`src/rtl/mbx_db_pkg.sv`:
```
package mbx_db_pkg;
  localparam int DATA_W   = 32;
  localparam int PEER_W   = 16;
  localparam int VEC_W    = 8;
  localparam int VCNT_W   = VEC_W + 1;
  localparam int PEER_LSB = 16;
  localparam int NUM_REGS = 4;
  // word index = byte offset / 4
  localparam int IDX_MASK = 0;
  localparam int IDX_STAT = 1;
  localparam int IDX_POS  = 2;
  localparam int IDX_BELL = 3;
endpackage

```
`src/rtl/mbx_db_decode.sv`:
```
module mbx_db_decode
  import mbx_db_pkg::*;
#(
  parameter int ADDR_W = 8
) (
  input  logic              req_valid,
  input  logic              req_write,
  input  logic [ADDR_W-1:0] req_addr,
  output logic [NUM_REGS-1:0] wr_hit,
  output logic [NUM_REGS-1:0] rd_hit
);
  localparam int WORD_W = ADDR_W - 2;

  logic [WORD_W-1:0] word_idx;
  logic              aligned;

  assign word_idx = req_addr[ADDR_W-1:2];
  assign aligned  = (req_addr[1:0] == 2'b00);

  for (genvar i = 0; i < NUM_REGS; i++) begin : g_sel
    // writes drop the two low bits; reads need an aligned offset
    assign wr_hit[i] = req_valid && req_write && (word_idx == WORD_W'(i));
    assign rd_hit[i] = req_valid && !req_write && aligned && (word_idx == WORD_W'(i));
  end
endmodule

```
`src/rtl/mbx_db_intr.sv`:
```
module mbx_db_intr
  import mbx_db_pkg::*;
(
  input  logic              clk,
  input  logic              rst_n,
  input  logic              wr_mask,
  input  logic              wr_stat,
  input  logic              rd_stat,
  input  logic [DATA_W-1:0] wdata,
  input  logic              evt_in,
  input  logic              msi_mode,
  input  logic              irq_pin_en,
  output logic [DATA_W-1:0] mask_q,
  output logic [DATA_W-1:0] stat_q,
  output logic              irq
);
  logic [DATA_W-1:0] mask_d;
  logic [DATA_W-1:0] stat_d;
  logic              mask_en;
  logic              stat_en;
  logic              evt_wired;

  assign evt_wired = evt_in && !msi_mode;
  assign mask_en   = wr_mask;
  assign stat_en   = wr_stat || rd_stat || evt_wired;

  always_comb begin
    mask_d = wdata;
    stat_d = stat_q;
    if (rd_stat) stat_d = '0;
    if (wr_stat) stat_d = wdata;
    if (evt_wired) stat_d = DATA_W'(1);
  end

  always_ff @(posedge clk or negedge rst_n) begin
    if (!rst_n) begin
      mask_q <= '0;
      stat_q <= '0;
    end else begin
      if (mask_en) mask_q <= mask_d;
      if (stat_en) stat_q <= stat_d;
    end
  end

  assign irq = irq_pin_en && !msi_mode && (|(stat_q & mask_q));

  AST_MASK_LOAD: assert property (@(posedge clk) disable iff (!rst_n) wr_mask |=> (mask_q == $past(wdata)));
  AST_STAT_LOAD: assert property (@(posedge clk) disable iff (!rst_n) (wr_stat && !evt_wired) |=> (stat_q == $past(wdata)));
  AST_RD_CLEAR: assert property (@(posedge clk) disable iff (!rst_n) (rd_stat && !evt_wired) |=> (stat_q == '0));
  AST_EVT_SET: assert property (@(posedge clk) disable iff (!rst_n) evt_wired |=> (stat_q == DATA_W'(1)));
  AST_MSI_HOLD: assert property (@(posedge clk) disable iff (!rst_n) (evt_in && msi_mode && !wr_stat && !rd_stat) |=> $stable(stat_q));
endmodule

```
`src/rtl/mbx_db_bell.sv`:
```
module mbx_db_bell
  import mbx_db_pkg::*;
#(
  parameter int MAX_PEERS = 8
) (
  input  logic                        clk,
  input  logic                        rst_n,
  input  logic                        wr_bell,
  input  logic [PEER_W-1:0]           dest_in,
  input  logic [VEC_W-1:0]            vec_in,
  input  logic [PEER_W-1:0]           peer_count,
  input  logic [MAX_PEERS*VCNT_W-1:0] peer_vcnt,
  output logic                        db_valid,
  output logic [PEER_W-1:0]           db_peer,
  output logic [VEC_W-1:0]            db_vec
);
  localparam int CMP_W = PEER_W + 1;

  logic [MAX_PEERS-1:0] vec_ok_p;
  logic                 dest_ok;
  logic                 fire;
  logic                 valid_d;
  logic [PEER_W-1:0]    peer_d;
  logic [VEC_W-1:0]     vec_d;

  // per-peer vector range test, only the addressed peer can match
  for (genvar p = 0; p < MAX_PEERS; p++) begin : g_peer
    logic [VCNT_W-1:0] cnt;
    assign cnt         = peer_vcnt[p*VCNT_W +: VCNT_W];
    assign vec_ok_p[p] = (dest_in == PEER_W'(p)) && ({1'b0, vec_in} < cnt);
  end

  assign dest_ok = (dest_in < peer_count) && ({1'b0, dest_in} < CMP_W'(MAX_PEERS));
  assign fire    = wr_bell && dest_ok && (|vec_ok_p);

  always_comb begin
    valid_d = fire;
    peer_d  = dest_in;
    vec_d   = vec_in;
  end

  always_ff @(posedge clk or negedge rst_n) begin
    if (!rst_n) begin
      db_valid <= 1'b0;
      db_peer  <= '0;
      db_vec   <= '0;
    end else begin
      db_valid <= valid_d;
      if (fire) begin
        db_peer <= peer_d;
        db_vec  <= vec_d;
      end
    end
  end

  AST_DB_SOURCE: assert property (@(posedge clk) disable iff (!rst_n) db_valid |-> $past(wr_bell));
  AST_DB_FIELDS: assert property (@(posedge clk) disable iff (!rst_n) db_valid |-> (db_peer == $past(dest_in) && db_vec == $past(vec_in)));
  AST_DB_PEER_RANGE: assert property (@(posedge clk) disable iff (!rst_n) db_valid |-> (db_peer < $past(peer_count)));
endmodule

```
`src/rtl/mbx_doorbell_regs.sv`:
```
module mbx_doorbell_regs
  import mbx_db_pkg::*;
#(
  parameter int ADDR_W    = 8,
  parameter int MAX_PEERS = 8
) (
  input  logic                        clk,
  input  logic                        rst_n,
  input  logic                        req_valid,
  input  logic                        req_write,
  input  logic [ADDR_W-1:0]           req_addr,
  input  logic [DATA_W-1:0]           req_wdata,
  output logic [DATA_W-1:0]           rd_data,
  input  logic [PEER_W-1:0]           own_id,
  input  logic [PEER_W-1:0]           peer_count,
  input  logic [MAX_PEERS*VCNT_W-1:0] peer_vcnt,
  input  logic                        evt_in,
  input  logic                        msi_mode,
  input  logic                        irq_pin_en,
  output logic                        irq,
  output logic                        db_valid,
  output logic [PEER_W-1:0]           db_peer,
  output logic [VEC_W-1:0]            db_vec
);
  logic [1:0]          rsync_q;
  logic                core_rst_n;
  logic [NUM_REGS-1:0] wr_hit;
  logic [NUM_REGS-1:0] rd_hit;
  logic [DATA_W-1:0]   mask_q;
  logic [DATA_W-1:0]   stat_q;
  logic                unused_strobes;

  // asynchronous assert, synchronous release
  always_ff @(posedge clk or negedge rst_n) begin
    if (!rst_n) rsync_q <= 2'b00;
    else        rsync_q <= {rsync_q[0], 1'b1};
  end
  assign core_rst_n = rsync_q[1];

  mbx_db_decode #(.ADDR_W(ADDR_W)) u_decode (
    .req_valid (req_valid),
    .req_write (req_write),
    .req_addr  (req_addr),
    .wr_hit    (wr_hit),
    .rd_hit    (rd_hit)
  );

  mbx_db_intr u_intr (
    .clk        (clk),
    .rst_n      (core_rst_n),
    .wr_mask    (wr_hit[IDX_MASK]),
    .wr_stat    (wr_hit[IDX_STAT]),
    .rd_stat    (rd_hit[IDX_STAT]),
    .wdata      (req_wdata),
    .evt_in     (evt_in),
    .msi_mode   (msi_mode),
    .irq_pin_en (irq_pin_en),
    .mask_q     (mask_q),
    .stat_q     (stat_q),
    .irq        (irq)
  );

  mbx_db_bell #(.MAX_PEERS(MAX_PEERS)) u_bell (
    .clk        (clk),
    .rst_n      (core_rst_n),
    .wr_bell    (wr_hit[IDX_BELL]),
    .dest_in    (req_wdata[DATA_W-1:PEER_LSB]),
    .vec_in     (req_wdata[VEC_W-1:0]),
    .peer_count (peer_count),
    .peer_vcnt  (peer_vcnt),
    .db_valid   (db_valid),
    .db_peer    (db_peer),
    .db_vec     (db_vec)
  );

  // the position word is read-only and the doorbell word reads as zero
  assign unused_strobes = ^{wr_hit[IDX_POS], rd_hit[IDX_BELL]};

  always_comb begin
    rd_data = '0;
    if (rd_hit[IDX_MASK]) rd_data = mask_q;
    if (rd_hit[IDX_STAT]) rd_data = stat_q;
    if (rd_hit[IDX_POS])  rd_data = DATA_W'(own_id);
  end

  AST_IRQ_QUIET: assert property (@(posedge clk) disable iff (!core_rst_n) (msi_mode || !irq_pin_en) |-> !irq);
  AST_IRQ_AFTER_CLEAR: assert property (@(posedge clk) disable iff (!core_rst_n) (rd_hit[IDX_STAT] && !evt_in) |=> !irq);
  AST_READ_ZERO_HIGH: assert property (@(posedge clk) disable iff (!core_rst_n) (req_valid && !req_write && (req_addr[ADDR_W-1:4] != '0)) |-> (rd_data == '0));
endmodule

```
`config.mk`:
```
export PLATFORM = sky130hd
export DESIGN_NAME = mbx_doorbell_regs
export DESIGN_NICKNAME = d
export VERILOG_FILES = /design/src/rtl/mbx_db_pkg.sv /design/src/rtl/mbx_db_decode.sv /design/src/rtl/mbx_db_intr.sv /design/src/rtl/mbx_db_bell.sv /design/src/rtl/mbx_doorbell_regs.sv
export SDC_FILE = /design/constraint.sdc
export NUM_CORES = 1
export LEC_CHECK = 0
export ABC_AREA = 1
export BUFFER_PORTS_ARGS = -buffer_cell sky130_fd_sc_hd__buf_2
export CAP_MARGIN = 0
export CORE_MARGIN = 3
export CORE_UTILIZATION = 50
export CTS_CLUSTER_SIZE = 30
export DETAILED_ROUTE_END_ITERATION = 8
export PLACE_DENSITY = 0.78
export SLEW_MARGIN = 20
export SYNTH_ARGS = -nofsm -noshare
export SYNTH_HDL_FRONTEND = slang
export SYNTH_SLANG_ARGS = --single-unit
```
`constraint.sdc`:
```
create_clock -name clk -period 7.75 [get_ports clk]
set_input_delay 2.325 -clock clk [delete_from_list [all_inputs] [get_ports clk]]
set_output_delay 2.325 -clock clk [all_outputs]
set_load 0.01 [all_outputs]
```
Word level (Yosys, flattened, before mapping)
Cells that the tools add are included.
Widths: inputs -> output; s select.
- mux-type cells: 6
- bitwise operators: 1
- reduce and logical (&&, ||, !) cells: 34
- magnitude comparators: 10
- equality and inequality tests: 10
- operators by type and width (operator ; count):
    $mux 32 ; 6
    $lt 8x9->1 ; 8
    $eq 16x3->1 const B ; 4
    $and 32x32->32 ; 1
    $eq 16x2->1 const B ; 2
    $reduce_or 32->1 ; 1
    $logic_and 1x1->1 ; 23
    $eq 16x1->1 const B ; 1
    $logic_not 16->1 ; 1
    $lt 16x16->1 ; 1
    $lt 16x4->1 const B ; 1
    $eq 6x2->1 const B ; 2
    $reduce_or 8->1 ; 1
    $eq 6x1->1 const B ; 1
    $logic_not 6->1 ; 1
    $reduce_bool 3->1 ; 1
    $logic_not 1->1 ; 2
    $logic_not 2->1 ; 1
    $logic_or 1x1->1 ; 2
    $reduce_and 2->1 ; 1
- input bits: 151
- logic and storage cells: 67
- bits in registers: 91
- output and inout bits: 58

Depth between registers and ports, before layout
- depth after elaboration: 7
- gate-level depth with buffers: 16
- mapped depth without buffers: 15

Modules after synthesis
From an unflattened synthesis, not the netlist that was laid out.
- cells, all modules: 1139
- area, all modules: 7827.5 um2
- modules (own cells, without submodules) (module ; instances ; sequential area each (um2) ; cells an instance ; area each (um2)):
    mbx_db_bell ; 1 ; 625.6 ; 642 ; 3863.7
    mbx_db_intr ; 1 ; 1601.5 ; 293 ; 3066.7
    mbx_doorbell_regs ; 1 ; 50.0 ; 179 ; 792.0
    mbx_db_decode ; 1 ; 0.0 ; 25 ; 105.1

Worst setup path before layout
OpenSTA, ideal clock, no wires.
- path type: input -> output
- start: input req_addr[7]
- end: output rd_data[10]
- stages on the path: 8
- path buffers: 1
- data required time: 5.425 ns
- slack: 2.018 ns
- arrival time: 3.407 ns
- path through: nor2_1 -> nand2_1 -> nor2_2 -> nand2_1 -> inv_2 -> buf_4 -> nand3_1 -> a31oi_1
- cells in the longest elaborated chain, start to end: 5
- RTL lines (item ; line ; text):
    start: declaration ; mbx_doorbell_regs.sv:11 ; input logic [ADDR_W-1:0] req_addr,
    $logic_not 6->1 ; mbx_db_decode.sv:23 ; assign rd_hit[i] = req_valid && !req_write && aligned && (word_idx == WORD_W'(i));
    $logic_and 1x1->1 ; mbx_db_decode.sv:23 ;
    $mux 32 ; mbx_doorbell_regs.sv:81 ; if (rd_hit[IDX_MASK]) rd_data = mask_q;
    $mux 32 ; mbx_doorbell_regs.sv:82 ; if (rd_hit[IDX_STAT]) rd_data = stat_q;
    $mux 32 (*) ; mbx_doorbell_regs.sv:83 ; if (rd_hit[IDX_POS]) rd_data = DATA_W'(own_id);
    end: declaration ; mbx_doorbell_regs.sv:13 ; output logic [DATA_W-1:0] rd_data,
Every way passes the cells marked *; elsewhere a longest branch is shown, timed or not.

Final worst setup path
- start: input req_addr[7]
- end: output rd_data[12]
Same word-level chain as after synthesis.

==> reports/metrics.cfg <==
[yosys]
yosysSeqAreaShare_pct=32.49
yosysWarnings=0
synth_edf_count=0
ys_ff_latch=91
syn_avg_cell_area_um2=6.805
synthArstFlopShare_pct=100.0
ys_types=35
synth-main-ff-cell=dfrtp_1
synth_nets=1252
synth_area_um2=7009
syn-instance-count=1030

[timing]
fin_skew_ps=4.970
slew_viol_final=0
period_share_pct=80.56
grt_setup_unrepaired=false
hold_ws_ps=134.1
hold_violations=0
setup_viol=0
final.setup.tns_ps=0
fin_crit_ps=6244
max_freq_mhz=160.2
relSlewSlack_pct=49.78
worst_slew_pin_slew_ps=753.4

[detailed_routing]
drtAntennaViolNets=0
via_per_inst=5.142
wl_met3_mm=1.286
top_layer=met5
wl_met2_mm=9.758
wirelength_met1_mm=8.601
drt_first_pass_iters=5
vias=7230
wl_per_cell_um=14.17
drcViolationCount=0
drt_iter0_drc=589
wl_mm=19.92

[global_route]
grt_pass1_vias=6938
antenna_found_initial=1
grt_start_max_net_pins=83
overflow=0
track_usage_pct=25.41
grt_pass1_wl_mm=32.98

[power]
p_leak_uw=0.004958
peakVddDrop_mv=0.08926
p_int_uw=853.9
switching_share_pct=26.84
net-switching-power_uw=313.3
p_total_uw=1167
comb_power_share_pct=17.5
seq_power_share_pct=43.3
pwr-share-clk_pct=39.3
power.density_nw_per_um2=137.9

[clock_tree]
cts-buffers-inserted=9
root_buffer=clkbuf_16
h-tree-depth=3
postCtsHoldBufs=0
cts_resized=0
clk_pin_slew_ps=60
clock_latency_ps=340
cts_setup_buffers=0
cts_tree=built
cts_buffer_depth=2
clock_sinks=91

[worst_setup_path]
path_delay_family=simple AND/OR/NAND/NOR gates
max_stage_delay_ps=390
crit_chain=buf_2 -> nor2_1 -> nand2_1 -> nor2_2 -> nand2_1 -> inv_2 -> nand3_1 -> a31oi_1 -> buf_2
cp-end-kind=output pin
cp_num_buf_inv=3
arrival_ps=3920
worstPathMaxFanout=28
worstSetupPathType=primary input to output pin
worstSetupStartpointType=primary input
worst_path_max_delay_cell=inv_2
crit_required_ps=5430

[finish]
final_nets=1447
layout_commonest_cell=nand2_1
syn_to_final_growth_pct=20.74
multiInputGateArea_um2=3792
final_cell_mix=nand2_1, buf_2, inv_1
drive_above_1_share_pct=20.81
fill_cells=1328
diodes=0
seqCellArea_um2=2281
post-route-util_pct=62.91

[die]
io_pins=209
die-area_um2=15480
die_h_um=124.4
fp-row-count=42
die_w_um=124.4
core-area_um2=13450
initial_core_util_pct=52.10

[flow_run]
maxCapViolCount=0

[placed_design]
gp_congestion=0.8914
hpwl_mm=15.75
io_buffers=208

[min_path]
holdCritPathClass=flip-flop to async pin

[status]
outcome=finished, final reports clean

==> synthesized netlist by cell type (2+ instances only) <==
master     count  area (µm²)
nor3_1         8       40.04
a21boi_0       4       30.03
buf_4          6       45.04
and3_1         5       31.28
buf_2          9       45.04
dfrtp_1       91        2277
nor2_4         2       22.52
a31oi_1       16       100.1
nor3_2         2       20.02
inv_1        200       750.7
o32ai_1        4       35.03
nand4_1       19       118.9
inv_2         10       37.54
a221oi_1       2       17.52
nand3_1       60       300.3
nor2_2         2       12.51
nand3_2        3       30.03
nor2_1        88       330.3
nand2_2        8       50.05
clkbuf_1      10       37.54
a21oi_1       23       115.1
ha_1          71       888.4
o2111ai_1      2       17.52
nand2_1      286        1074
a21boi_1      10       75.07
nand3b_1       2       15.01
buf_6          2       22.52
o22ai_1       31       193.9
o21ai_0       48       240.2
==> cells by family after synthesis <==
kind of cell / after synthesis / share of synthesized area (%)
other: 1 / 0.05350
AND/OR/NAND/NOR: 487 / 29.35
flip-flops: 91 / 32.49
AO/OA/AOI/OAI: 142 / 12.00
adder cells (fa/ha/maj): 71 / 12.67
buffers and inverters: 238 / 13.44
==> layer usage <==
metal / GRT usage, % / vias up
met4: 6.834 / 2
met1: 33.72 / 3257
met5: 0 / -
met3: 3.216 / 24
met2: 43.80 / 280
li1: - / 3667
==> path summary, 6_finish.rpt <==
| check | slack (ps) | endpoint | from | cells past startpoint |
|---|---|---|---|---|
| hold / removal | 130 | u_intr.stat_q[10] | rsync_q[1] | 0 |
| max in group asynchronous | 5880 | rsync_q[1] | rst_n | 1 |
| setup / recovery | 1510 | rd_data[12] | req_addr[7] | 9 |
| min in group clk | 360 | rsync_q[1] | rsync_q[0] | 0 |
| hold reg to reg | 130 | u_intr.stat_q[10] | rsync_q[1] | 0 |
| setup reg to reg | 6660 | u_bell.db_peer[12] | rsync_q[1] | 1 |
==> metrics by stage <==
stage	cells	cell area [µm²]	setup slack [ps]
6_report	1406	8463	1506
5_1_grt	1406	8463	1291
4_1_cts	1406	8457	1541
3_5_place_dp	1390	8147	1551
3_3_place_gp	1390	8147	1658
2_1_floorplan	1030	7009	2018
==> flip-flops by register name, summed over array words and instances (netlist names) <==
name	flops
rsync_q	2
u_bell.db_peer	16
u_bell.db_valid	1
u_bell.db_vec	8
u_intr.mask_q	32
u_intr.stat_q	32
==> area by class of cell <==
| cell class | count | share of cell area [%] |
|---|---|---|
| Inverter | 211 | 9.358 |
| Timing Repair Buffer | 211 | 12.61 |
| Tap cell | 176 | 2.602 |
| Multi-Input combinational cell | 701 | 44.81 |
| Clock buffer | 11 | 2.750 |
| Sequential cell | 91 | 26.95 |
| Clock inverter | 5 | 0.9166 |
==> power by group through the flow <==
stage / Combinational [µW] / Sequential (µW) / Clock (µW)
6_report: 204 / 505 / 458
2_1_floorplan: 118 / 514 / 0
5_1_grt: 241 / 506 / 479
3_5_place_dp: 204 / 513 / 0
4_1_cts: 205 / 504 / 461
3_3_place_gp: 199 / 513 / 0
Power figures use the tool's default switching activity.
